===== config.mk =====
export PLATFORM = sky130hd
export DESIGN_NAME = simd_as_unit
export DESIGN_NICKNAME = d
export VERILOG_FILES = /design/src/rtl/simd_as_pkg.sv /design/src/rtl/simd_as_lanes.sv /design/src/rtl/simd_as_reduce.sv /design/src/rtl/simd_as_unit.sv
export SDC_FILE = /design/constraint.sdc
export NUM_CORES = 1
export LEC_CHECK = 0
export BUFFER_PORTS_ARGS = -buffer_cell sky130_fd_sc_hd__buf_2
export CAP_MARGIN = 10
export CORE_AREA = 3 3 200 202
export CTS_CLUSTER_DIAMETER = 50
export CTS_CLUSTER_SIZE = 30
export DETAILED_ROUTE_END_ITERATION = 12
export DIE_AREA = 0 0 203 205
export HOLD_SLACK_MARGIN = 0.12
export PLACE_DENSITY = 0.83
export SLEW_MARGIN = 10
export SYNTH_ARGS = -nofsm -noshare
export SYNTH_HDL_FRONTEND = slang
export SYNTH_SLANG_ARGS = --single-unit
export TNS_END_PERCENT = 10

===== constraint.sdc =====
create_clock -name clk -period 9.8 [get_ports clk]
set_input_delay 0.98 -clock clk [delete_from_list [all_inputs] [get_ports clk]]
set_output_delay 0.98 -clock clk [all_outputs]
set_load 0.01 [all_outputs]

===== src/rtl/simd_as_pkg.sv =====
package simd_as_pkg;

    localparam int WORD_W = 32;
    localparam int HALF_W = WORD_W / 2;
    localparam int BYTE_W = 8;
    localparam int N_BYTES = WORD_W / BYTE_W;

    typedef enum logic [3:0] {
        OP_ADD32  = 4'd0,
        OP_ADD16  = 4'd1,
        OP_ACC32  = 4'd2,
        OP_ACC16  = 4'd3,
        OP_ADDE8  = 4'd4,
        OP_ACCE8  = 4'd5,
        OP_AVG16F = 4'd6,
        OP_AVG16C = 4'd7,
        OP_AVG8F  = 4'd8,
        OP_AVG8C  = 4'd9,
        OP_SAD8   = 4'd10,
        OP_SAT8   = 4'd11
    } simd_op_e;

    typedef enum logic [1:0] {
        SWZ_KEEP = 2'd0,
        SWZ_SWAP = 2'd1,
        SWZ_HIGH = 2'd2,
        SWZ_LOW  = 2'd3
    } swz_e;

    typedef struct packed {
        logic [WORD_W-1:0] res_a;
        logic [WORD_W-1:0] res_d;
        logic              wr_a;
        logic              wr_d;
    } simd_result_t;

    // Rearrange the two halves of the first source.
    function automatic logic [WORD_W-1:0] apply_swz(logic [WORD_W-1:0] w, swz_e s);
        logic [HALF_W-1:0] hi, lo;
        hi = w[WORD_W-1:HALF_W];
        lo = w[HALF_W-1:0];
        case (s)
            SWZ_SWAP: return {lo, hi};
            SWZ_HIGH: return {hi, hi};
            SWZ_LOW:  return {lo, lo};
            default:  return {hi, lo};
        endcase
    endfunction

    // Zero-extend the upper two bytes into two half-word lanes.
    function automatic logic [WORD_W-1:0] widen_upper(logic [WORD_W-1:0] w);
        return {{(HALF_W-BYTE_W){1'b0}}, w[WORD_W-1 -: BYTE_W],
                {(HALF_W-BYTE_W){1'b0}}, w[HALF_W +: BYTE_W]};
    endfunction

    // Zero-extend the lower two bytes into two half-word lanes.
    function automatic logic [WORD_W-1:0] widen_lower(logic [WORD_W-1:0] w);
        return {{(HALF_W-BYTE_W){1'b0}}, w[BYTE_W +: BYTE_W],
                {(HALF_W-BYTE_W){1'b0}}, w[0 +: BYTE_W]};
    endfunction

    // Clamp a signed half-word to the unsigned byte range.
    function automatic logic [BYTE_W-1:0] clamp_u8(logic [HALF_W-1:0] v);
        if (v[HALF_W-1])
            return '0;
        else if (|v[HALF_W-2:BYTE_W])
            return '1;
        else
            return v[BYTE_W-1:0];
    endfunction

endpackage


===== src/rtl/simd_as_lanes.sv =====
module simd_as_lanes #(
    parameter int W  = 32,
    parameter int LW = 16
) (
    input  logic [W-1:0] xa,
    input  logic [W-1:0] ya,
    input  logic [W-1:0] xd,
    input  logic [W-1:0] yd,
    input  logic [W-1:0] acc_a,
    input  logic [W-1:0] acc_d,
    input  logic         sub_a,
    input  logic         sub_d,
    input  logic         acc_en,
    output logic [W-1:0] sum_a,
    output logic [W-1:0] sum_d
);
    localparam int NL = W / LW;

    for (genvar g = 0; g < NL; g++) begin : g_lane
        logic [LW-1:0] pa, pd, ba, bd;
        assign pa = sub_a ? (xa[g*LW +: LW] - ya[g*LW +: LW]) : (xa[g*LW +: LW] + ya[g*LW +: LW]);
        assign pd = sub_d ? (xd[g*LW +: LW] - yd[g*LW +: LW]) : (xd[g*LW +: LW] + yd[g*LW +: LW]);
        assign ba = acc_en ? acc_a[g*LW +: LW] : '0;
        assign bd = acc_en ? acc_d[g*LW +: LW] : '0;
        assign sum_a[g*LW +: LW] = ba + pa;
        assign sum_d[g*LW +: LW] = bd + pd;
    end

endmodule


===== src/rtl/simd_as_reduce.sv =====
module simd_as_reduce
    import simd_as_pkg::*;
#(
    parameter int W = WORD_W
) (
    input  logic [W-1:0] b,
    input  logic [W-1:0] c,
    input  logic [W-1:0] dacc,
    input  logic         rnd_up,
    output logic [W-1:0] avg16,
    output logic [W-1:0] avg8,
    output logic [W-1:0] sad,
    output logic [W-1:0] sad_acc,
    output logic [W-1:0] sat
);
    localparam int NH = W / HALF_W;
    localparam int NB = W / BYTE_W;

    for (genvar h = 0; h < NH; h++) begin : g_avg16
        logic [HALF_W:0] s;
        logic [HALF_W-1:0] x, y, r;
        assign x = b[h*HALF_W +: HALF_W];
        assign y = c[h*HALF_W +: HALF_W];
        assign s = {1'b0, x} + {1'b0, y} + {{HALF_W{1'b0}}, rnd_up};
        assign r = HALF_W'(s >> 1);
        assign avg16[h*HALF_W +: HALF_W] = r;
        always_comb begin
            AST_AVG16_RANGE: assert ((r >= x || r >= y) && (r <= x || r <= y));
        end
    end

    logic [BYTE_W-1:0] absd [NB];

    for (genvar i = 0; i < NB; i++) begin : g_byte
        logic [BYTE_W:0] s;
        logic [BYTE_W-1:0] x, y, r;
        assign x = b[i*BYTE_W +: BYTE_W];
        assign y = c[i*BYTE_W +: BYTE_W];
        assign s = {1'b0, x} + {1'b0, y} + {{BYTE_W{1'b0}}, rnd_up};
        assign r = BYTE_W'(s >> 1);
        assign avg8[i*BYTE_W +: BYTE_W] = r;
        assign absd[i] = (x > y) ? (x - y) : (y - x);
        always_comb begin
            AST_AVG8_RANGE: assert ((r >= x || r >= y) && (r <= x || r <= y));
        end
    end

    always_comb begin
        sad = '0;
        for (int i = 0; i < NB; i++)
            sad = sad + W'(absd[i]);
        sad_acc = dacc + sad;
    end

    always_comb begin
        AST_SAD_BOUND: assert (sad <= W'(NB * ((1 << BYTE_W) - 1)));
    end

    always_comb begin
        sat = {clamp_u8(b[W-1:HALF_W]), clamp_u8(b[HALF_W-1:0]),
               clamp_u8(c[W-1:HALF_W]), clamp_u8(c[HALF_W-1:0])};
    end

endmodule


===== src/rtl/simd_as_unit.sv =====
module simd_as_unit
    import simd_as_pkg::*;
(
    input  logic              clk,
    input  logic              rst,
    input  logic              in_valid,
    input  logic [3:0]        op,
    input  logic [1:0]        addsub,
    input  logic [1:0]        swz,
    input  logic [WORD_W-1:0] src_b,
    input  logic [WORD_W-1:0] src_c,
    input  logic [WORD_W-1:0] dst_a,
    input  logic [WORD_W-1:0] dst_d,
    output logic [WORD_W-1:0] res_a,
    output logic [WORD_W-1:0] res_d,
    output logic              wr_a,
    output logic              wr_d
);
    simd_op_e op_e;
    logic widen, acc16, acc32, rnd_up;
    logic [WORD_W-1:0] bsw, l16_xa, l16_ya, l16_xd, l16_yd;
    logic [WORD_W-1:0] s32_a, s32_d, s16_a, s16_d;
    logic [WORD_W-1:0] avg16, avg8, sad, sad_acc, sat;
    simd_result_t nxt;

    always_comb begin
        op_e   = simd_op_e'(op);
        widen  = (op_e == OP_ADDE8) || (op_e == OP_ACCE8);
        acc16  = (op_e == OP_ACC16) || (op_e == OP_ACCE8);
        acc32  = (op_e == OP_ACC32);
        rnd_up = (op_e == OP_AVG16C) || (op_e == OP_AVG8C);
        bsw    = apply_swz(src_b, swz_e'(swz));
        l16_xa = widen ? widen_upper(src_b) : bsw;
        l16_ya = widen ? widen_upper(src_c) : src_c;
        l16_xd = widen ? widen_lower(src_b) : bsw;
        l16_yd = widen ? widen_lower(src_c) : src_c;
    end

    simd_as_lanes #(.W(WORD_W), .LW(WORD_W)) u_lanes32 (
        .xa(src_b), .ya(src_c), .xd(src_b), .yd(src_c),
        .acc_a(dst_a), .acc_d(dst_d),
        .sub_a(addsub[1]), .sub_d(addsub[0]), .acc_en(acc32),
        .sum_a(s32_a), .sum_d(s32_d)
    );

    simd_as_lanes #(.W(WORD_W), .LW(HALF_W)) u_lanes16 (
        .xa(l16_xa), .ya(l16_ya), .xd(l16_xd), .yd(l16_yd),
        .acc_a(dst_a), .acc_d(dst_d),
        .sub_a(addsub[1]), .sub_d(addsub[0]), .acc_en(acc16),
        .sum_a(s16_a), .sum_d(s16_d)
    );

    simd_as_reduce #(.W(WORD_W)) u_reduce (
        .b(src_b), .c(src_c), .dacc(dst_d), .rnd_up(rnd_up),
        .avg16(avg16), .avg8(avg8), .sad(sad), .sad_acc(sad_acc), .sat(sat)
    );

    always_comb begin
        nxt = '0;
        case (op_e)
            OP_ADD32, OP_ACC32:
                nxt = '{res_a: s32_a, res_d: s32_d, wr_a: 1'b1, wr_d: 1'b1};
            OP_ADD16, OP_ACC16, OP_ADDE8, OP_ACCE8:
                nxt = '{res_a: s16_a, res_d: s16_d, wr_a: 1'b1, wr_d: 1'b1};
            OP_AVG16F, OP_AVG16C:
                nxt = '{res_a: avg16, res_d: '0, wr_a: 1'b1, wr_d: 1'b0};
            OP_AVG8F, OP_AVG8C:
                nxt = '{res_a: avg8, res_d: '0, wr_a: 1'b1, wr_d: 1'b0};
            OP_SAD8:
                nxt = '{res_a: sad, res_d: sad_acc, wr_a: 1'b1, wr_d: 1'b1};
            OP_SAT8:
                nxt = '{res_a: sat, res_d: '0, wr_a: 1'b1, wr_d: 1'b0};
            default:
                nxt = '0;
        endcase
    end

    always_ff @(posedge clk) begin
        if (rst) begin
            res_a <= '0;
            res_d <= '0;
            wr_a  <= 1'b0;
            wr_d  <= 1'b0;
        end else begin
            wr_a <= in_valid && nxt.wr_a;
            wr_d <= in_valid && nxt.wr_d;
            if (in_valid) begin
                res_a <= nxt.res_a;
                res_d <= nxt.res_d;
            end
        end
    end

    AST_WR_NEEDS_VALID: assert property (@(posedge clk) disable iff (rst)
        (wr_a || wr_d) |-> $past(in_valid));

    AST_D_IMPLIES_A: assert property (@(posedge clk) disable iff (rst)
        wr_d |-> wr_a);

    AST_RESERVED_SILENT: assert property (@(posedge clk) disable iff (rst)
        ($past(in_valid) && ($past(op) >= 4'd12)) |-> (!wr_a && !wr_d));

    AST_SAD_SHARED_SUM: assert property (@(posedge clk) disable iff (rst)
        ($past(in_valid) && ($past(op) == 4'd10)) |-> (res_d == $past(dst_d) + res_a));

endmodule


==> PnR_summary.wiki <==
{| class="wikitable"
! Metric !! Value
|-
| Run status || completed
|-
| Iteration-0 DRC count of the detailed router || 3597
|-
| Area fraction of the dominant cell type after synthesis || 16.9%
|-
| Yosys Warn Count || 0
|-
| Wirelength per Cell || 24.1 microns
|-
| Number of sinks on the clock net || 66
|-
| Final hold violation count || 0
|-
| Initial core utilization || 58.9%
|-
| Congestion Overflow GR || 0
|-
| Origin of the critical flop-to-flop path || res_a[31]
|-
| Detail Route Antenna Nets || 0
|-
| Kind of start point of the critical path || primary input
|-
| Die Ht || 205 microns
|-
| Max cap viols || 0
|-
| Slowest stage delay, CP || 0.63 ns
|-
| Worst hold path cell count || 2
|-
| Top flip-flop cell by instance count after synthesis || dfxtp_1
|-
| Iteration count of the initial detailed-routing pass || 6
|-
| Vias post-DR || 26100
|-
| Final Setup Violations || 0
|-
| Most common library cell in the layout ignoring fill and taps || a21oi_1
|-
| # H-tree levels || 3
|-
| Leakage component of the power || 11.4 nW
|-
| Max-slew violations || 0
|-
| CP max stage cell || ha_1
|-
| Internal reg-to-reg setup slack || 8.62 ns
|-
| FF+latch count, synth || 66
|-
| DRC violation count after routing || 0
|-
| Highest fanout seen on the critical path || 16
|-
| Family with the most delay on the worst path || compound AO/OA/AOI/OAI gates
|-
| Via count of the first global-routing pass || 23800
|-
| Worst Slack Setup Final || 1.40 ns
|-
| Synthesized cell area || 22600 sq um
|-
| Layout Nets || 3847
|-
| Worst Reg2Reg Path Length in Cells || 6
|-
| Share of cells above drive strength 1 || 9.04%
|-
| IR Drop Worst-Case VDD || 249 uV
|-
| Total wire length || 93800 microns
|-
| WHS Endpoint || res_a[7]
|-
| Post-synthesis sequential area ratio || 5.84%
|-
| Skew-Pair Late Insertion Delay || 0.35 ns
|-
| Worst Tran Pin Value || 1.33 ns
|-
| Sum of negative setup slack || 0 ns
|-
| Boundary pin count || 205
|-
| Mean area per synthesized cell || 6.92 sq um
|-
| Part of the cycle the worst path needs || 85.7%
|-
| Library cell used as clock root buffer || clkbuf_16
|-
| Library cell occupying the most area in the post-synthesis netlist || ha_1
|-
| Start-to-end type of the worst setup path || primary input to register
|-
| Power density over the cells || 192 nW/um^2
|-
| Startpoint of the most critical hold path || res_a[7]
|-
| Cells resized by post-CTS repair || 0
|-
| Largest net degree at the start of global routing || 86
|-
| Final critical delay including setup and external delays || 8.40 ns
|-
| Commonest cells after routing, fill and taps aside || a21oi_1, ha_1, nor2_1
|-
| Core Area || 38500 sq um
|-
| Syn Nets || 3751
|-
| Clock-pin slew on the worst setup and hold paths || 0.06 ns
|-
| Crit path arrival time || 8.61 ns
|-
| Worst-case clock buffer depth || 2
|-
| CTS buffer count || 9
|-
| Setup repair after global routing missed its margin || false
|-
| TritonCTS clock tree || yes
|-
| Synth cell types || 86
|-
| DIE AREA || 41600 sq um
|-
| Synthesis-to-layout area growth || 7.24%
|-
| Initial antenna violation count || 3
|-
| Weighted congestion at the end of routability-driven global placement || 1.13
|-
| Number of filler instances in the final layout || 3676
|-
| Setup fix buffers added after clock tree synthesis || 0
|-
| Clock skew after layout || 0 ns
|-
| Port Buffers || 204
|-
| Routed via count divided by cell count || 6.70
|-
| Type of destination of the critical path || register
|-
| Minimum setup slack after placement || 1.28 ns
|-
| Leading post-synthesis cells by cell area || ha_1, xnor2_1, a21oi_1, dfxtp_1, o21ai_0
|-
| Diodes inserted || 0
|-
| # rows || 72
|-
| Wire length of the first global-routing pass || 139000 microns
|-
| Global-route usage over all layers || 43.0%
|-
| HPWL Detailed || 76200 microns
|-
| Fraction of synthesis flops using an asynchronous set or reset pin || 0%
|-
| Die outline width || 203 microns
|-
| Worst slew margin || 9.23%
|-
| Count of buffer and inverter cells on the critical path || 5
|-
| Data required time at the worst endpoint || 10.01 ns
|-
| Capture point of the worst reg-to-reg path || res_a[31]
|-
| Maximum operating frequency || 0.119 GHz
|-
| Post-CTS Hold Fix Bufs || 0
|-
| Syn Inst Count || 3272
|-
| Post-synth EDFFs || 0
|-
| Worst min-delay path class || register to register
|}
power breakdown:
part | switching [mW] | internal [mW]
sequential | 0.0148 | 0.296
combinational | 2.49 | 1.56
clock | 0.133 | 0.177
total | 2.64 | 2.03
tightest hold or removal path, cell delays in order (launching register included):
cell,delay (ns)
dfxtp_1,0.32
nand2_1,0.04
o21ai_0,0.05
metal layers:
layer	vias to the layer above	wire [microns]	global-route usage, %
met5	-	14	0
met4	2	4740	18.4
met3	263	13400	11.7
met2	1788	37900	63.5
met1	12100	37800	58.7
li1	11900	-	-
sequential cells by signal, indices dropped and copies added (netlist names):
name	count
res_a	32
res_d	32
wr_a	1
wr_d	1
Yosys cell counts (36+ instances only):
library cell    n
a21oi_1       309
ha_1          306
nor2_1        279
nand2_1       266
xnor2_1       235
o21ai_0       221
inv_1         211
clkbuf_1      117
xor2_1        102
and3_1         83
a21o_1         81
nor3_1         74
dfxtp_1        66
and2_1         65
mux2i_1        58
nand3_1        56
o21bai_1       52
o21ai_1        50
o211ai_1       40
a31oi_1        36
through the flow:
stage               utilization (%)  power [mW]  hold slack (ns)  instances  area [sq um]
floorplan                         -        3.10            0.463       3272         22600
global placement               62.4        4.11            0.424       3875         24000
detailed placement             62.4        4.19            0.433       3875         24000
CTS                            63.1        4.52            0.443       3891         24300
global route                   63.1        4.99            0.458       3891         24300
finish                         63.1        4.67            0.443       3891         24300
final cells by class:
cell class | count | area, sq um | share of cell area, %
multi-input combinational | 2834 | 19900 | 82.1
sequential | 66 | 1320 | 5.44
timing repair buffer | 236 | 1270 | 5.25
inverter | 221 | 830 | 3.42
tap | 518 | 648 | 2.67
clock buffer | 11 | 243 | 1.00
clock inverter | 5 | 30.0 | 0.124
worst max-delay path by stage:
| stage | to | depth (start not counted) | slack, ns | startpoint |
|---|---|---|---|---|
| global route | res_d[20] | 36 | 0.87 | src_b[3] |
| CTS | res_d[20] | 36 | 1.62 | src_b[2] |
| finish | res_d[20] | 36 | 1.40 | src_b[2] |
| global placement | res_d[29] | 35 | 1.47 | src_b[3] |
| detailed placement | res_d[20] | 36 | 1.28 | src_b[2] |
| floorplan | res_d[29] | 35 | 2.21 | src_b[0] |
logic make-up after synthesis:
family                     count (synthesis)  synth area share (%)
AOI/OAI and AO/OA                       1097                  30.9
and+or+nand+nor                          993                  21.1
buffers and inverters                    372                  6.24
adders and majority gates                340                  19.9
xor gates and xnor gates                 337                  13.0
muxes                                     67                  3.01
DFF                                       66                  5.84
Note: power is estimated with default switching activity, not from simulation.
